## src/rtl/zr_pkg.sv

```systemverilog
package zr_pkg;
    localparam int ZR_BUF_W  = 64;
    localparam int ZR_ACC_W  = 16;
    localparam int ZR_LOW_MK = 8;
endpackage

```

## src/rtl/zr_scan.sv

```systemverilog
module zr_scan #(
    parameter int W  = 64,
    parameter int PW = $clog2(W) + 1
) (
    input  logic [W-1:0]  bits_i,
    input  logic [PW-1:0] lo_i,
    input  logic [PW-1:0] hi_i,
    output logic          found_o,
    output logic [PW-1:0] pos_o
);
    logic [W-1:0] live;

    // keep only bits inside the unread window [lo, hi)
    for (genvar i = 0; i < W; i++) begin : g_mask
        assign live[i] = bits_i[i] && (PW'(i) >= lo_i) && (PW'(i) < hi_i);
    end

    // lowest live bit wins
    always_comb begin
        found_o = |live;
        pos_o   = '0;
        for (int i = W - 1; i >= 0; i--) begin
            if (live[i]) pos_o = PW'(i);
        end
    end
endmodule

```

## src/rtl/zr_satadd.sv

```systemverilog
module zr_satadd #(
    parameter int AW = 16,
    parameter int IW = 7
) (
    input  logic [AW-1:0] base_i,
    input  logic [IW-1:0] inc_i,
    output logic [AW-1:0] sum_o,
    output logic          sat_o
);
    logic [AW:0] wide;

    always_comb begin
        wide  = {1'b0, base_i} + (AW+1)'(inc_i);
        sat_o = wide[AW];
        sum_o = wide[AW] ? '1 : wide[AW-1:0];
    end
endmodule

```

## src/rtl/zr_extract.sv

```systemverilog
module zr_extract
    import zr_pkg::*;
#(
    parameter int BUF_W    = ZR_BUF_W,
    parameter int ACC_W    = ZR_ACC_W,
    parameter int LOW_MARK = ZR_LOW_MK,
    parameter int PW       = $clog2(BUF_W) + 1
) (
    input  logic             clk,
    input  logic             rst,
    input  logic             fill_valid_i,
    input  logic [BUF_W-1:0] fill_data_i,
    input  logic [PW-1:0]    fill_cnt_i,
    output logic             fill_ready_o,
    output logic             fill_low_o,
    input  logic             req_valid_i,
    output logic             req_ready_o,
    output logic             res_valid_o,
    output logic [ACC_W-1:0] res_data_o,
    input  logic             res_ready_i,
    output logic             ovf_o
);
    typedef struct packed {
        logic [BUF_W-1:0] bits;
        logic [PW-1:0]    rd;
        logic [PW-1:0]    last;
        logic [ACC_W-1:0] acc;
        logic             pend;
        logic             res_valid;
        logic [ACC_W-1:0] res;
        logic             ovf;
    } zr_state_t;

    zr_state_t st_q, st_d;

    logic [PW-1:0]    unread;
    logic             empty;
    logic             hit;
    logic [PW-1:0]    hit_pos;
    logic [PW-1:0]    inc;
    logic [ACC_W-1:0] sum;
    logic             sat;
    logic             fill_take, req_take, res_take;
    logic [PW-1:0]    cnt_clamped;

    zr_scan #(.W(BUF_W), .PW(PW)) u_scan (
        .bits_i (st_q.bits),
        .lo_i   (st_q.rd),
        .hi_i   (st_q.last),
        .found_o(hit),
        .pos_o  (hit_pos)
    );

    zr_satadd #(.AW(ACC_W), .IW(PW)) u_add (
        .base_i(st_q.acc),
        .inc_i (inc),
        .sum_o (sum),
        .sat_o (sat)
    );

    always_comb begin
        unread      = st_q.last - st_q.rd;
        empty       = (st_q.rd == st_q.last);
        fill_take   = fill_valid_i && empty;
        req_take    = req_valid_i && !st_q.pend && !st_q.res_valid;
        res_take    = st_q.res_valid && res_ready_i;
        inc         = hit ? (hit_pos - st_q.rd) : unread;
        cnt_clamped = (fill_cnt_i > PW'(BUF_W)) ? PW'(BUF_W) : fill_cnt_i;

        st_d = st_q;
        if (res_take) st_d.res_valid = 1'b0;
        if (req_take) st_d.pend = 1'b1;
        if (st_q.pend) begin
            if (hit) begin
                st_d.res       = sum;
                st_d.res_valid = 1'b1;
                st_d.acc       = '0;
                st_d.rd        = hit_pos + PW'(1);
                st_d.pend      = 1'b0;
            end else begin
                st_d.acc = sum;
                st_d.rd  = st_q.last;
            end
            if (sat) st_d.ovf = 1'b1;
        end
        // a load only happens on an empty buffer, so it never races a hit
        if (fill_take) begin
            st_d.bits = fill_data_i;
            st_d.rd   = '0;
            st_d.last = cnt_clamped;
        end
    end

    always_ff @(posedge clk) begin
        if (rst) st_q <= '0;
        else     st_q <= st_d;
    end

    assign fill_ready_o = empty;
    assign fill_low_o   = (unread <= PW'(LOW_MARK));
    assign req_ready_o  = !st_q.pend && !st_q.res_valid;
    assign res_valid_o  = st_q.res_valid;
    assign res_data_o   = st_q.res;
    assign ovf_o        = st_q.ovf;

    AST_SCAN_HIT: assert property (@(posedge clk) disable iff (rst)
        hit |-> (st_q.bits[hit_pos[PW-2:0]] && hit_pos >= st_q.rd && hit_pos < st_q.last));
    AST_RD_BOUND: assert property (@(posedge clk) disable iff (rst)
        st_q.rd <= st_q.last);
    AST_RES_HOLD: assert property (@(posedge clk) disable iff (rst)
        (res_valid_o && !res_ready_i) |=> (res_valid_o && $stable(res_data_o)));
    AST_REQ_BLOCK: assert property (@(posedge clk) disable iff (rst)
        (req_valid_i && req_ready_o) |=> !req_ready_o);
    AST_OVF_STICKY: assert property (@(posedge clk) disable iff (rst)
        ovf_o |=> ovf_o);
    AST_OVF_CAUSE: assert property (@(posedge clk) disable iff (rst)
        $rose(ovf_o) |-> ((res_valid_o && res_data_o == '1) || st_q.acc == '1));
endmodule

```

## config.mk

```make
export PLATFORM = sky130hd
export DESIGN_NAME = zr_extract
export DESIGN_NICKNAME = d
export VERILOG_FILES = /design/src/rtl/zr_pkg.sv /design/src/rtl/zr_scan.sv /design/src/rtl/zr_satadd.sv /design/src/rtl/zr_extract.sv
export SDC_FILE = /design/constraint.sdc
export NUM_CORES = 1
export LEC_CHECK = 0
export BUFFER_PORTS_ARGS = -buffer_cell sky130_fd_sc_hd__buf_2
export CAP_MARGIN = 20
export CORE_MARGIN = 2
export CORE_UTILIZATION = 59
export DETAILED_ROUTE_END_ITERATION = 8
export MAX_ROUTING_LAYER = met4
export PLACE_DENSITY = 0.93
export SLEW_MARGIN = 0
export SYNTH_ARGS = -nofsm -noshare
export SYNTH_HDL_FRONTEND = slang
export SYNTH_SLANG_ARGS = --single-unit
```

## constraint.sdc

```tcl
create_clock -name clk -period 10.6 [get_ports clk]
set_clock_uncertainty 0.1 [all_clocks]
set_input_delay 0.53 -clock clk [delete_from_list [all_inputs] [get_ports clk]]
set_output_delay 0.53 -clock clk [all_outputs]
set_load 0.03 [all_outputs]
```

==> results.md, run 1 <==
- Status: finished clean
- Initial antenna violation count: 1
- Worst setup EP type: flip-flop
- DRT antenna net count: 0
- Number of remaining DRC errors: 0
- Starting Density: around three fifths
- Fmax achieved: between 0.1 and 0.15 GHz
- Die H: between 100 and 150 um
- Synth Flop Type: dfxtp_1
- Cells after DPL: between 1000 and 1500
- Post-Syn Area per Cell: 7.26 um^2
- PostCTS Resize Cnt: 0
- DR iter-0 viols: between 1000 and 1500
- CTS buffer count: 17
- Die Area: about 14000 um^2
- Period utilisation layout: between 70% and 80%
- Min cycle time layout: 7.68 ns
- HPWL Detailed: 20200 um
- DP Worst Slack: approximately 3.5 ns
- Max Cap Viol: 0
- Hold-fix buffers, CTS: 0
- Final wirelength: 28800 um
- Drt first pass iters: 8
- Clk_lat worst skew: approximately 0.44 ns
- Final setup margin: between 2 and 3 ns
- Gpl congestion: 1.10
- Largest net degree at the start of global routing: 84
- Core area: about 13000 um^2
- Number of synthesized flops with an enable pin: 0
- Die Wd: 119 um
- CP startpoint kind: flip-flop
- Setup CP Type: reg -> reg
- Post-synth ARST share: 0%
- First-pass GRT wire length: about 45000 um
- Total GRT Usage: a little over two fifths
- Fin. max-slew vios: 0
- # IOs: 97
- Share of layout cells above drive strength 1: between 10% and 20%
- Post-Route Setup TNS: 0 ns
- Vias in the first global route: around 8000
- Postcts setup bufs: 0
- Cell Rows: approximately 40
- Clk sink count: 113
- Unrepaired setup endpoints after global routing: false
- Fin cells: between 1000 and 1500
- Final setup viols: 0
- Worst-path clk slew: 0.06 ns
- GR Overflow Total: 0
- Arr. time, crit path: slightly below 8 ns
- Hold Violations, Final: 0
- Slew Limit Headroom: about 22%
- Sequential area share after synthesis: roughly 30%
- Mapped Nets: roughly 1200
- CTS tree: built
- Cell area after synthesis: 7750 um^2
- Per-cell routed wire length: approximately 22 um
- CTS max path bufs: 2
- PortBufs: 96
- YS warnings: 0
- Max H-tree Level: 4
- Data required time at the worst endpoint: about 11 ns
- Syn Inst Count: 1068
- Distinct cell type count after synthesis: 75
- Worst min path class: in -> reg
- Vias/cell: slightly below 7
- Final hold slack: approximately 0.23 ns
- Fin nets: about 1200
- CTS root buffer: clkbuf_16
- Layout area overhead: 12.1%
- Slew @ Worst Pin: about 1.2 ns
- Routed vias: between 8000 and 9000
- Flops & latches, synth: ~110
- Critical path fanouts, max: 23
==> worst max-delay path, cell delays in order (launching register included) <==
cell and delay (ns):
dfxtp_1 0.95, clkinv_1 0.67, nor2_1 0.33, a2bb2oi_1 0.22
o211ai_1 0.17, a2111oi_0 0.58, nand3_1 0.19, o31ai_1 0.38
nand2_1 0.14, ha_1 0.21, inv_1 0.10, fa_1 0.21
inv_1 0.05, maj3_1 0.33, maj3_1 0.40, xnor2_1 0.16
mux2i_1 0.09, ha_1 0.32, inv_1 0.07, o21bai_1 0.18
a21oi_1 0.11, nor2b_1 0.14, nor2_1 0.11, nor2_1 0.25
nand3_1 0.48, nand3_1 0.24, nand2_1 0.08, a211oi_1 0.30
==> sequential cells by signal (all words and copies together), names as in the netlist <==
signal and count:
st_q 95, res_data_o 16, ovf_o 1, res_valid_o 1
==> area by class of cell <==
class | instances | area (um^2)
diodes | 1 | 2.50
clock buffers | 17 | 425
clock inverters | 15 | 159
fillers | 1118 | 4040
inverters | 21 | 78.8
multi-input cells | 837 | 4950
flip-flops and latches | 113 | 2260
well taps | 172 | 215
repair buffers | 111 | 591
==> worst paths after layout <==
kind	from	endpoint	slack, ns	depth (start not counted)
max	st_q[46]$_SDFFE_PP0P_	st_q[32]$_SDFFE_PP0P_	2.92	27
min	fill_data_i[61]	st_q[110]$_SDFFE_PP0P_	0.23	3
max reg2reg	st_q[46]$_SDFFE_PP0P_	st_q[32]$_SDFFE_PP0P_	2.92	27
min reg2reg	st_q[84]$_SDFFE_PP0P_	st_q[84]$_SDFFE_PP0P_	0.35	2
==> per-layer routing <==
layer	vias up	track usage, %	wire (um)
met4	0	20.5	1700
li1	3938	-	-
met2	627	63.8	12600
met1	4009	51.7	11300
met3	156	10.9	3230
met5	-	-	0
==> synth_stat cells, types with 8 or more instances <==
cell type	n	area share, %
inv_1	19	0.92
and3_1	12	0.97
o2111ai_1	20	2.3
o21ai_0	42	2.7
o211a_1	9	1.2
nand2_1	198	9.6
o31ai_1	8	0.78
a211oi_1	15	1.5
nand3b_1	11	1.1
buf_4	16	1.6
nor2b_1	12	0.97
nor2_1	79	3.8
nor3_1	28	1.8
buf_2	15	0.97
ha_1	18	2.9
a21o_1	15	1.5
a21oi_1	133	8.6
nor4_1	8	0.65
a22oi_1	12	1.2
xnor2_1	19	2.1
dfxtp_1	113	29
nand4_1	8	0.65
o211ai_1	22	2.1
and2_1	8	0.65
nand2b_1	11	0.89
nand3_1	26	1.7
clkbuf_1	62	3.0
==> stage by stage <==
step / utilization [%] / cell area [um^2]
2_1_floorplan: - / 7750
3_3_place_gp: 63.5 / 8080
3_5_place_dp: 63.5 / 8080
4_1_cts: 68.1 / 8670
5_1_grt: 68.3 / 8690
6_report: 68.3 / 8690
==> kinds of logic after synthesis <==
logic type,share of synthesized area (%)
AND/OR/NAND/NOR,27.4
AO/OA/AOI/OAI,29.3
buffers and inverters,6.93
flip-flops,29.2
adder cells (fa/ha/maj),4.23
XOR/XNOR,2.49
multiplexers,0.517
==> cells in the final DEF, fill, tap and decap left out, drive strengths merged, types with 20 or more instances in the layout <==
| cell type | instances |
|---|---|
| buf | 109 |
| nand2 | 198 |
| o2111ai | 20 |
| inv | 23 |
| nor2 | 79 |
| nor3 | 28 |
| o21ai | 45 |
| o211ai | 22 |
| nand3 | 26 |
| dfxtp | 113 |
| a21oi | 133 |
Power of run 1 is left out: the tool's default activity adds up to more than one toggle a clock period on the data nets, which glitch-free logic cannot reach.
==> inputs of run 2 (changes only) <==
CORE_UTILIZATION = 54   (was 59)
PLACE_DENSITY = 0.9   (was 0.93)
clock period = 6.2 ns   (was 10.6 ns; I/O delays follow)
==> results.md, run 2 (same netlist as run 1, synthesis figures left out) <==
- Final setup viols: 0 (unchanged)
- Worst min path class: in -> reg
- Number of remaining DRC errors: 0 (unchanged)
- Unrepaired setup endpoints after global routing: true
- Clk sink count: 113 (unchanged)
- PortBufs: 96 (unchanged)
- Core area: 13900 um^2 (+9.5%)
- Max H-tree Level: 4 (unchanged)
- Setup CP Type: reg -> reg
- Fin nets: 1319 (+10%)
- Cell family with most CP delay: compound AO/OA/AOI/OAI gates
- Cell Rows: 43 (+4.9%)
- Die H: 124 um (+4.4%)
- Worst-path clk slew: 0.06 ns (about the same)
- Critical path fanouts, max: 11 (-52%)
- Cell repeated most along the worst path: nor2_1
- Arr. time, crit path: 6.41 ns (-1.51 ns)
- Initial antenna violation count: 0 (-1)
- Worst hold start: fill_data_i[47]
- Largest Register: st_q
- Final hold slack: 0.0168 ns (-0.209 ns)
- Worst Hold End: st_q[96]$_SDFFE_PP0P_
- N_diodes: 0 (-1)
- Worst hold stages: 3 (unchanged)
- Most frequent cells in the layout: 197 x nand2_1, 132 x buf_4, 129 x a21oi_1
- Starting Density: 55.6% (-5.3 points)
- Layout area overhead: 27.3%
- Vias in the first global route: 8377 (+4.4%)
- Crit path buffers/inverters: 6 (+2)
- Die Area: 15300 um^2 (+8.9%)
- Share of layout cells above drive strength 1: 25.8% (+12 points)
- Max reg flops: 95 (unchanged)
- Clk_lat worst skew: 0.43 ns (about the same)
- Reg2Reg Capture Point: st_q[26]$_SDFFE_PP0P_
- Final wirelength: 30400 um (+5.7%)
- CP Launch Point: st_q[41]$_SDFFE_PP0P_
- CP startpoint kind: flip-flop
- # IOs: 97 (unchanged)
- DP Worst Slack: -0.107 ns (-3.57 ns)
- Fillers: 1076 (-3.8%)
- Crit-path slowest cell: or4b_4
- HPWL Detailed: 22600 um (+12%)
- Fmax achieved: 0.162 GHz (+24%)
- Slew Limit Headroom: 25.6% (+3.3 points)
- CP peak stage delay: 0.58 ns (-0.37 ns)
- Total GRT Usage: 40.7% (-1.3 points)
- R2r startpoint: st_q[41]$_SDFFE_PP0P_
- Hold Violations, Final: 0 (unchanged)
- DRT antenna net count: 0 (unchanged)
- Flop-to-flop setup slack: 0.03 ns (-2.89 ns)
- Data required time at the worst endpoint: 6.43 ns (-4.40 ns)
- CTS tree: built
- Worst setup EP type: flip-flop
- Hold-fix buffers, CTS: 0 (unchanged)
- Period utilisation layout: 99.6% (+27 points)
- CTS root buffer: clkbuf_16
- Vias/cell: 6.46 (-4.8%)
- DR iter-0 viols: 1051 (-20%)
- Drt first pass iters: 9 (+1)
- CTS max path bufs: 2 (unchanged)
- Largest net degree at the start of global routing: 109 (+30%)
- Routed vias: 9141 (+4.7%)
- Status: finished clean
- Min cycle time layout: 6.17 ns (-1.51 ns)
- Final setup margin: 0.0254 ns (-2.89 ns)
- Gpl congestion: 1.07 (-3.1%)
- CTS buffer count: 17 (unchanged)
- Slew @ Worst Pin: 1.12 ns (-0.0372 ns)
- GR Overflow Total: 0 (unchanged)
- Die Wd: 124 um (+4.4%)
- Max Cap Viol: 0 (unchanged)
- Commonest non-fill, non-tap cell in the layout: nand2_1
- First-pass GRT wire length: 45200 um (+1.3%)
- Reg2reg path depth: 30 (+11%)
- Fin. max-slew vios: 0 (unchanged)
- Per-cell routed wire length: 21.5 um (-3.9%)
==> run 2: cell count changes in the layout (fill, tap and decap cells not counted), moves of 7 or more <==
cell	before	now
o21ai_0	42	35
dfxtp_2	0	9
o21ai_1	3	10
dfxtp_1	113	102
buf_4	14	132
==> run 2: worst max-delay path by stage <==
stage / endpoint / slack (ns) / depth (start not counted)
finish: st_q[26]$_SDFFE_PP0P_ / 0.03 / 30
global route: st_q[26]$_SDFFE_PP0P_ / -0.17 / 30
floorplan: st_q[27]$_SDFFE_PP0P_ / 0.43 / 30
global placement: res_data_o[14]$_SDFFE_PP0P_ / 0.09 / 31
CTS: res_data_o[14]$_SDFFE_PP0P_ / 0.02 / 29
detailed placement: res_data_o[14]$_SDFFE_PP0P_ / -0.11 / 29
==> run 2: worst register-to-register path, delay by kind of cell (launching register included) <==
| family | cells | cell delay, ns |
|---|---|---|
| adders and majority gates | 5 | 1.40 |
| xor gates and xnor gates | 1 | 0.14 |
| DFF | 1 | 0.35 |
| AOI/OAI and AO/OA | 8 | 1.76 |
| buffers and inverters | 6 | 0.69 |
| and+or+nand+nor | 9 | 1.53 |
| muxes | 1 | 0.11 |
==> run 2: per-layer routing <==
layer  global-route usage, %  vias up  share of wire [%]
li1                        -     4178                  -
met1                    49.5     4181                 38
met2                    62.5      642                 44
met3                    10.5      140                 12
met4                    20.2        0                5.7
met5                       -        -                  0
==> run 2: timing repair <==
action / 4_1_cts / 5_1_grt
buffers inserted: 0 / 4
pin swaps: 0 / 17
resized for setup: 9 / 48
setup endpoints to repair: 28 / 33
==> run 2: layout make-up <==
cell class              instances  area (um^2)  share of cell area, %
clock buffers                  19          443                   4.49
clock inverters                13          160                   1.62
well taps                     180          225                   2.28
repair buffers                232         1550                   15.7
multi-input cells             837         5130                   52.0
flip-flops and latches        113         2280                   23.1
inverters                      21         78.8                  0.799
==> run 2: through the flow <==
step	instances	setup TNS [ns]	instance area (um^2)	util (%)
finish	1415	0	9860	70.8
global route	1415	-1.42	9860	70.8
CTS	1410	0	9660	69.3
detailed placement	1378	-0.657	9020	64.8
global placement	1378	0	9020	64.8
floorplan	1068	0	7750	-
Power of run 2 is left out for the same reason.
==> inputs of run 3 (changes only) <==
BUFFER_PORTS_ARGS = unset   (was -buffer_cell sky130_fd_sc_hd__buf_2)
CORE_UTILIZATION = 59   (was 54)
DONT_BUFFER_PORTS = 1   (was unset)
==> results.md, run 3 (same netlist as run 1, synthesis figures left out) <==
- Hold Violations, Final: 0 (unchanged)
- Final wirelength: 32700 um (+7.5%)
- Routed vias: 9651 (+5.6%)
- PortBufs: 0 (-100%)
- DP Worst Slack: -0.0448 ns (+0.0625 ns)
- Min cycle time layout: 6.23 ns (+0.0550 ns)
- Most frequent cells in the layout: 197 x nand2_1, 129 x a21oi_1, 101 x dfxtp_1
- Per-cell routed wire length: 24.3 um (+13%)
- CTS max path bufs: 2 (unchanged)
- Layout area overhead: 28.7%
- Vias in the first global route: 9143 (+9.1%)
- Initial antenna violation count: 1 (+1)
- Slew @ Worst Pin: 0.927 ns (-0.189 ns)
- Post-Route Setup TNS: -0.0296 ns (-0.0296 ns)
- Final setup viols: 1 (+1)
- Number of remaining DRC errors: 1 (+1)
- Worst setup EP type: flip-flop
- Status: finished with violations
- Clk sink count: 113 (unchanged)
- Crit path buffers/inverters: 5 (-1)
- Total GRT Usage: 45.0% (+4.3 points)
- Worst-path clk slew: 0.06 ns (about the same)
- Cell family with most CP delay: compound AO/OA/AOI/OAI gates
- Die H: 119 um (-4.2%)
- CTS root buffer: clkbuf_16
- Drt first pass iters: 9 (unchanged)
- Data required time at the worst endpoint: 6.40 ns (-0.03 ns)
- Critical path fanouts, max: 12 (+1)
- Setup CP Type: reg -> reg
- Largest Register: st_q
- Starting Density: 60.9% (+5.3 points)
- Gpl congestion: 1.15 (+8.1%)
- Final setup margin: -0.0296 ns (-0.0550 ns)
- CP startpoint kind: flip-flop
- Fmax achieved: 0.161 GHz (-0.88%)
- Crit-path slowest cell: dfxtp_2
- GR Overflow Total: 0 (unchanged)
- Worst min path class: in -> reg
- Cell repeated most along the worst path: buf_4
- Commonest non-fill, non-tap cell in the layout: nand2_1
- Max Cap Viol: 0 (unchanged)
- HPWL Detailed: 20000 um (-11%)
- Largest net degree at the start of global routing: 108 (-0.92%)
- Arr. time, crit path: 6.43 ns (+0.02 ns)
- Period utilisation layout: 100% (+0.89 points)
- Clk_lat worst skew: 0.44 ns (about the same)
- Vias/cell: 7.16 (+11%)
- CP peak stage delay: 0.45 ns (-0.13 ns)
- Core area: 12700 um^2 (-8.7%)
- CTS tree: built
- DRT antenna net count: 0 (unchanged)
- Fin. max-slew vios: 0 (unchanged)
- Cell Rows: 41 (-4.7%)
- Die Wd: 119 um (-4.2%)
- # IOs: 97 (unchanged)
- Failing checks: DRC, setup timing
- Die Area: 14100 um^2 (-8.2%)
- First-pass GRT wire length: 48000 um (+6.3%)
- DR iter-0 viols: 1882 (+79%)
- Fin nets: 1258 (-4.6%)
- Share of layout cells above drive strength 1: 16.9% (-9.0 points)
- Slew Limit Headroom: 37.7% (+12 points)
- Max H-tree Level: 4 (unchanged)
- Max reg flops: 95 (unchanged)
- CTS buffer count: 17 (unchanged)
-- run 3: cell types whose count changed in the layout (fill, tap and decap cells not counted), moves of 3 or more --
cell,delta
o2111ai_1,-3
dlygate4sd3_1,+79
buf_4,-46
buf_2,-95
-- run 3: path summary, 6_finish.rpt --
check                         start                          end  slack [ns]  cells past startpoint
min                             rst        st_q[48]$_SDFFE_PP0P_        0.10                      2
max           st_q[38]$_SDFFE_PP0P_  res_data_o[15]$_SDFFE_PP0P_       -0.03                     28
min reg2reg  st_q[112]$_SDFFE_PP0P_       st_q[112]$_SDFFE_PP0P_        0.36                      2
max reg2reg   st_q[38]$_SDFFE_PP0P_  res_data_o[15]$_SDFFE_PP0P_       -0.03                     28
-- run 3: metal layers --
metal	GRT usage [%]	part of all wire, %	up-vias
met3	14.1	13	346
met4	31.3	9.4	0
met1	48.2	33	4395
met2	70.8	44	864
met5	-	0	-
li1	-	-	4046
-- run 3: timing repair --
item,CTS,global route
pin swaps,0,18
gates resized for setup,11,63
hold buffers,80,0
setup endpoints to repair,32,33
hold endpoints to repair,108,0
setup buffers,0,6
-- run 3: cell type report --
type / count / area [um^2]
inverters: 21 / 78.8
clock buffers: 19 / 453
fillers: 806 / 2750
well taps: 172 / 215
multi-input cells: 837 / 5220
repair buffers: 171 / 1540
clock inverters: 13 / 185
flip-flops and latches: 113 / 2280
diodes: 1 / 2.50
-- run 3: worst register-to-register path: cells and delay by family, from the launching register on --
family / cells / cell delay [ns]
compound gates: 12 / 2.07
fa+ha+maj: 4 / 1.07
buf+inv: 5 / 0.82
simple gates: 6 / 1.36
mux: 1 / 0.24
flops: 1 / 0.45
-- run 3: stage by stage --
| stage | cell area (um^2) | cells | hold WS, ns | utilization (%) |
|---|---|---|---|---|
| after detailed placement | 8180 | 1228 | 0.287 | 64.3 |
| after global routing | 9970 | 1347 | 0.105 | 78.4 |
| final | 9970 | 1347 | 0.104 | 78.4 |
| after CTS | 9670 | 1340 | 0.0875 | 76.0 |
| after global placement | 8170 | 1227 | 0.286 | 64.2 |
| after floorplan | 7750 | 1068 | 0.332 | - |
Power of run 3 is left out for the same reason.
